===== src/rtl/branch_guess_table.sv =====
module branch_guess_table #(
  parameter int AW         = 32,
  parameter int ENTRIES    = 64,
  parameter int IDX_LO     = 4,
  parameter int INSN_BYTES = 4
) (
  input  logic          clk,
  input  logic          rst_n,
  input  logic          pred_en,
  input  logic [AW-1:0] lk_pc,
  output logic          lk_taken,
  output logic [AW-1:0] lk_target,
  input  logic          upd_valid,
  input  logic [AW-1:0] upd_pc,
  input  logic          upd_is_jump,
  input  logic [AW-1:0] upd_target,
  input  logic [AW-1:0] upd_next_pc,
  input  logic          upd_pred_taken,
  input  logic [AW-1:0] upd_pred_target,
  output logic          mispredict
);
  localparam int IW = $clog2(ENTRIES);

  logic [ENTRIES-1:0] ent_vld;
  logic [ENTRIES-1:0] ent_tkn;
  logic [AW-1:0]      ent_tgt [ENTRIES];

  logic [IW-1:0] rd_idx, wr_idx;
  logic          hit, res_taken, wrong_dir, wrong_tgt;

  assign rd_idx = lk_pc[IDX_LO +: IW];
  assign wr_idx = upd_pc[IDX_LO +: IW];

  assign hit       = pred_en & ent_vld[rd_idx] & ent_tkn[rd_idx];
  assign lk_taken  = hit;
  assign lk_target = hit ? ent_tgt[rd_idx] : lk_pc + AW'(INSN_BYTES);

  assign res_taken = upd_is_jump | (upd_next_pc == upd_target);
  assign wrong_dir = res_taken != upd_pred_taken;
  assign wrong_tgt = res_taken & upd_pred_taken & (upd_pred_target != upd_target);

  always_ff @(posedge clk) begin
    if (!rst_n) begin
      ent_vld    <= '0;
      ent_tkn    <= '0;
      mispredict <= 1'b0;
    end else begin
      mispredict <= upd_valid & (wrong_dir | wrong_tgt);
      if (upd_valid) begin
        ent_vld[wr_idx] <= 1'b1;
        ent_tkn[wr_idx] <= res_taken;
      end
    end
  end

  always_ff @(posedge clk)
    if (upd_valid) ent_tgt[wr_idx] <= upd_target;

endmodule


===== config.mk =====
export PLATFORM = sky130hd
export DESIGN_NAME = branch_guess_table
export DESIGN_NICKNAME = d
export VERILOG_FILES = /design/src/rtl/branch_guess_table.sv
export SDC_FILE = /design/constraint.sdc
export NUM_CORES = 2
export LEC_CHECK = 0
export CORE_ASPECT_RATIO = 0.75
export CORE_MARGIN = 2
export CORE_UTILIZATION = 55
export DETAILED_ROUTE_END_ITERATION = 8
export PLACE_DENSITY = 0.72
export SYNTH_ARGS = -nofsm -noshare
export SYNTH_HDL_FRONTEND = slang
export SYNTH_SLANG_ARGS = --single-unit

===== constraint.sdc =====
create_clock -name clk -period 6.2 [get_ports clk]
set_input_delay 1.24 -clock clk [delete_from_list [all_inputs] [get_ports clk]]
set_output_delay 1.24 -clock clk [all_outputs]
set_load 0.01 [all_outputs]

==> After elaboration in Yosys (flattened, before gate mapping) <==
Memory sizes are Yosys's and may differ from the RTL's.
Index checks and enable logic that the tools add are counted.
{ "totals": {"register_bits": 129, "latchBits": 0, "mem_bits_rw": 2048, "romBits": 0, "inputBits": 166, "out_inout_bits": 34, "elab_cells": 30, "mem_count": 1} }
{ "op_classes": {"add_sub_neg": 1, "n_mul": 0, "div_mod_pow": 0, "magnitude_cmp": 3, "n_eq_ne": 3, "shifts": 0, "n_mux": 10, "bitwise": 8, "reduce_logical": 1} }
{ "mem_list": {"columns": ["memory", "depth", "width", "read_ports", "rd_ports_with_merged_regs", "wr", "line_no", "rtl"], "rows": [
  ["ent_tgt", 64, 32, 1, 0, 1, "26", "logic [AW-1:0] ent_tgt [ENTRIES];"]
]} }
{ "ops": {"columns": ["cell", "n"], "rows": [
  ["$bwmux W64", 1],
  ["$or A64 B64 Y64", 1],
  ["$add A32 B3 Y32 const B", 1],
  ["$eq A32 B32 Y1", 1],
  ["$mux W32", 1],
  ["$ne A32 B32 Y1", 1],
  ["$lt A6 B7 Y1 const B", 2],
  ["$bmux W1 S6", 2],
  ["$demux W1 S6", 1],
  ["$ge A6 B1 Y1 const B", 1],
  ["$and A1 B1 Y1", 5],
  ["$mux W1", 5],
  ["$or A1 B1 Y1", 2],
  ["$logic_and A1 B1 Y1", 1],
  ["$ne A1 B1 Y1", 1]
]} }

==> Depth between registers and ports, before layout <==
{ "logic_depth": {"depth_word": 6, "ltp_mapped": 12, "depth_no_buf": 8} }

==> Worst setup path after synthesis <==
Ideal clock, no wire load.
{ "synth_timing": {"kind": "input port to flip-flop", "startpoint": "input upd_valid", "endpoint": "register ent_tkn[56]", "setup_time_ns": 0.118, "t_arrival_ns": 4.567, "required_time_ns": 6.082, "slack_ns": 1.514, "stages": 5, "path_buffers": 0, "cell_sequence": "nor2b_1 nand4_1 nor3_1 mux2i_1 nor2b_1"} }
{ "synth_rtl": {"columns": ["element", "line_no", "rtl"], "rows": [
  ["start, declared", "13", "input logic upd_valid,"],
  ["end signal, assigned by index", "51", "ent_tkn[wr_idx] <= res_taken;"],
  ["end, declared", "25", "logic [ENTRIES-1:0] ent_tkn;"]
]} }

==> Final worst setup path <==
{ "layout_timing": {"startpoint": "input lk_pc[4]", "endpoint": "output lk_target[11]"} }
{ "layout_between": {"elab_chain_len": 5, "elab_cells_between_ends": 9, "classes_between": "add/sub (1); mux (5); bitwise (2); memory (1)"} }
{ "layout_lines": {"columns": ["element", "line_no", "rtl"], "rows": [
  ["start, declared", "10", "input logic [AW-1:0] lk_pc,"],
  ["$bmux W1 S6", "34", "assign hit = pred_en & ent_vld[rd_idx] & ent_tkn[rd_idx];"],
  ["$mux W1 (not written as such)", "34", null],
  ["$and A1 B1 Y1 (2 in a row)", "34", null],
  ["$mux W32 (*)", "36", "assign lk_target = hit ? ent_tgt[rd_idx] : lk_pc + AW'(INSN_BYTES);"],
  ["end, declared", "12", "output logic [AW-1:0] lk_target,"]
]} }
Every way passes the cells marked *; elsewhere a longest branch is shown, timed or not. The select of a mux whose other input is x is not followed.

==> impl_metrics.env <==
export IMPL_power_density_mw_per_mm2=314
export IMPL_grt_busiest_layer="met2"
export IMPL_grt_pass1_vias=42600
export IMPL_drt_iter0_markers=6882
export IMPL_hold_viol=0
export IMPL_hold_class="reg -> reg"
export IMPL_clock_latency_ns=0.82
export IMPL_drv_cap=0
export IMPL_vias=43300
export IMPL_vias_per_cell=6.74
export IMPL_fin_setup_tns_ns=0
export IMPL_holdBufCountCts=0
export IMPL_io_pins=200
export IMPL_syn_inst=3847
export IMPL_path_clk_slew_ns=0.06
export IMPL_synth_cell_types=55
export IMPL_synth_edf_count=2048
export IMPL_reg2reg_depth=2
export IMPL_avgSynthCellArea_sq_um=22.0
export IMPL_drc=0
export IMPL_cts_tree="built"
export IMPL_min_from="ent_vld[33]$_SDFFE_PN0P_"
export IMPL_antenna_found_initial=17
export IMPL_p_total_mw=30.4
export IMPL_routed_wl_microns=232000
export IMPL_dp_hpwl_microns=135000
export IMPL_grt_pass1_wl_microns=325000
export IMPL_whs_ns=0.467
export IMPL_clockBufferDepth=3
export IMPL_grt_util_met3_pct=6.28
export IMPL_setup_viol=0
export IMPL_ant_nets=0
export IMPL_grt_start_max_net_pins=100
export IMPL_drive_gt1_share_pct=29.2
export IMPL_fin_crit_sh_pct=96.0
export IMPL_worstPathRequired_ns=4.96
export IMPL_rsz0062_at_grt="no"
export IMPL_leakagePower_nw=30.2
export IMPL_cts_resized_gates=0
export IMPL_h_tree_depth=4
export IMPL_synth_nets=4015
export IMPL_hold_depth=1
export IMPL_ff2ff_setup_slack_ns=5.45
export IMPL_cts_sinks=2177
export IMPL_report_final_slew_viol_count=0
export IMPL_crit_path_max_fanout=42
export IMPL_core_rowCount=124
export IMPL_coreArea_sq_mm=0.153
export IMPL_gr_usage_all_layers_pct=30.0
export IMPL_grt_overflow=0
export IMPL_met2_usage_pct=44.5
export IMPL_cts_buffers=194
export IMPL_die_w_microns=457
export IMPL_initial_utilization_pct=55.4
export IMPL_synthArstFlopShare_pct=0
export IMPL_ys_seq_area_share_pct=75.8
export IMPL_die_area_sq_mm=0.157
export IMPL_synth_top_flop_cell="edfxtp_1"
export IMPL_tightestPinTransition_ns=1.29
export IMPL_stdcell_area_sq_mm=0.0970
export IMPL_wl_per_cell_microns=36.1
export IMPL_critPathArrivalTime_ns=4.71
export IMPL_clock_root_buffer="clkbuf_16"
export IMPL_whs_endpoint="ent_vld[33]$_SDFFE_PN0P_"
export IMPL_die_height_microns=343
export IMPL_place_area_sq_mm=0.0905
export IMPL_ir_worst_vdd_mv=0.306
export IMPL_start_kind="input pin"
export IMPL_first_pass_iters=6
export IMPL_criticalPathCategory="in -> out"
export IMPL_synth_area_sq_mm=0.0845
export IMPL_ys_warnings_count=0
export IMPL_mostFrequentLayoutCell="edfxtp_1"
export IMPL_postCtsSetupRepairBufs=0
export IMPL_area_growth_pct=14.8
export IMPL_final_cell_mix="2048 x edfxtp_1, 627 x mux4_2, 200 x clkbuf_16"
export IMPL_status="finished clean"
export IMPL_port_buffers=173
export IMPL_fin_crit_ns=5.95
export IMPL_slew_headroom_pct=13.6
export IMPL_cp_startpoint="lk_pc[4]"
export IMPL_gp_congestion=0.852
export IMPL_fmax_mhz=168
export IMPL_skew_ns=0
export IMPL_use_met1_pct=44.4
export IMPL_r2r_start="ent_tkn[28]$_SDFFE_PN0P_"
export IMPL_end_kind="primary output"
export IMPL_r2r_end="ent_tkn[28]$_SDFFE_PN0P_"
export IMPL_ys_ff_latch=2177
export IMPL_fin_nets=4407
[critical path: stages]
cell and delay (ns):
buf_8 0.33, buf_12 0.37, nand3_1 0.14, o211ai_1 0.10
o21ai_0 0.16, o2111a_1 0.30, nor4_1 0.50, a41o_2 0.25
buf_4 0.21, mux2i_1 0.44, clkdlybuf4s50_1 0.64
[power breakdown]
| part | switching, mW | total (mW) | internal [mW] |
|---|---|---|---|
| Clock | 5.38 | 12.4 | 7.04 |
| Sequential | 0.0254 | 16.2 | 16.2 |
| Combinational | 1.06 | 1.82 | 0.762 |
| Total | 6.47 | 30.4 | 24.0 |
[through the flow]
step | std cells | utilization [%] | setup slack [ns]
after floorplan | 3847 | - | 1.51
after global placement | 6059 | 59.3 | 0.358
after detailed placement | 6059 | 59.3 | 0.353
after CTS | 6417 | 63.6 | 0.300
after global routing | 6417 | 63.6 | 0.172
final | 6421 | 63.6 | 0.247
[flip-flops by register name, indices dropped and copies added (netlist names)]
register and flops:
ent_tgt 2048, ent_vld 64, ent_tkn 64, mispredict 1
[area by class of cell]
cell class              instances  area, sq um
diodes                          4         10.0
clock buffers                 247         5210
clock inverters               111         1280
fillers                      9947        55500
inverters                       2         7.51
multi-input cells            1445        19900
flip-flops and latches       2177        64100
well taps                    2016         2520
repair buffers                419         4030
[cells by family after synthesis]
group / after synthesis / share of synthesized area (%)
buf+inv: 225 / 1.25
simple gates: 469 / 2.76
flops: 2177 / 75.8
mux: 683 / 17.4
xor+xnor: 92 / 0.954
compound gates: 199 / 1.75
fa+ha+maj: 2 / 0.0296
[worst max path at each step]
stage	end
after global placement	lk_target[5]
final	lk_target[11]
after floorplan	ent_tkn[56]$_SDFFE_PN0P_
after detailed placement	lk_target[5]
after CTS	lk_target[31]
after global routing	lk_target[31]
[Yosys cell counts, drive strengths merged (2+ instances only)]
library cell	n	area share (%)
o21ai	23	0.14
xnor2	76	0.79
a41o	2	0.024
or3	2	0.015
o22ai	5	0.037
o32ai	3	0.031
a22oi	32	0.28
mux4	627	17
nand3	41	0.24
o2111ai	2	0.021
o21a	65	0.58
nand4	23	0.17
and2	4	0.030
a211oi	11	0.098
nor3	67	0.40
mux2i	39	0.46
a22o	19	0.20
buf	93	0.67
or2	3	0.022
dfxtp	129	3.1
ha	2	0.030
and3	8	0.059
nand3b	5	0.044
clkbuf	130	0.58
or3b	2	0.021
o211ai	13	0.12
edfxtp	2048	73
a311oi	3	0.031
xor2	16	0.17
nor3b	60	0.53
nand2	76	0.34
inv	2	0.0089
a21oi	6	0.036
a221oi	6	0.062
mux2	17	0.23
nor2b	15	0.11
nand2b	7	0.052
nor4	7	0.052
nor2	146	0.65
[metal layers]
| metal | routed length (microns) | up-vias | part of all wire (%) |
|---|---|---|---|
| li1 | - | 17000 | - |
| met1 | 87800 | 22800 | 38 |
| met2 | 106000 | 3107 | 46 |
| met3 | 29300 | 398 | 13 |
| met4 | 8860 | 4 | 3.8 |
| met5 | 22 | - | 0.0095 |
Power figures use the tool's default switching activity.
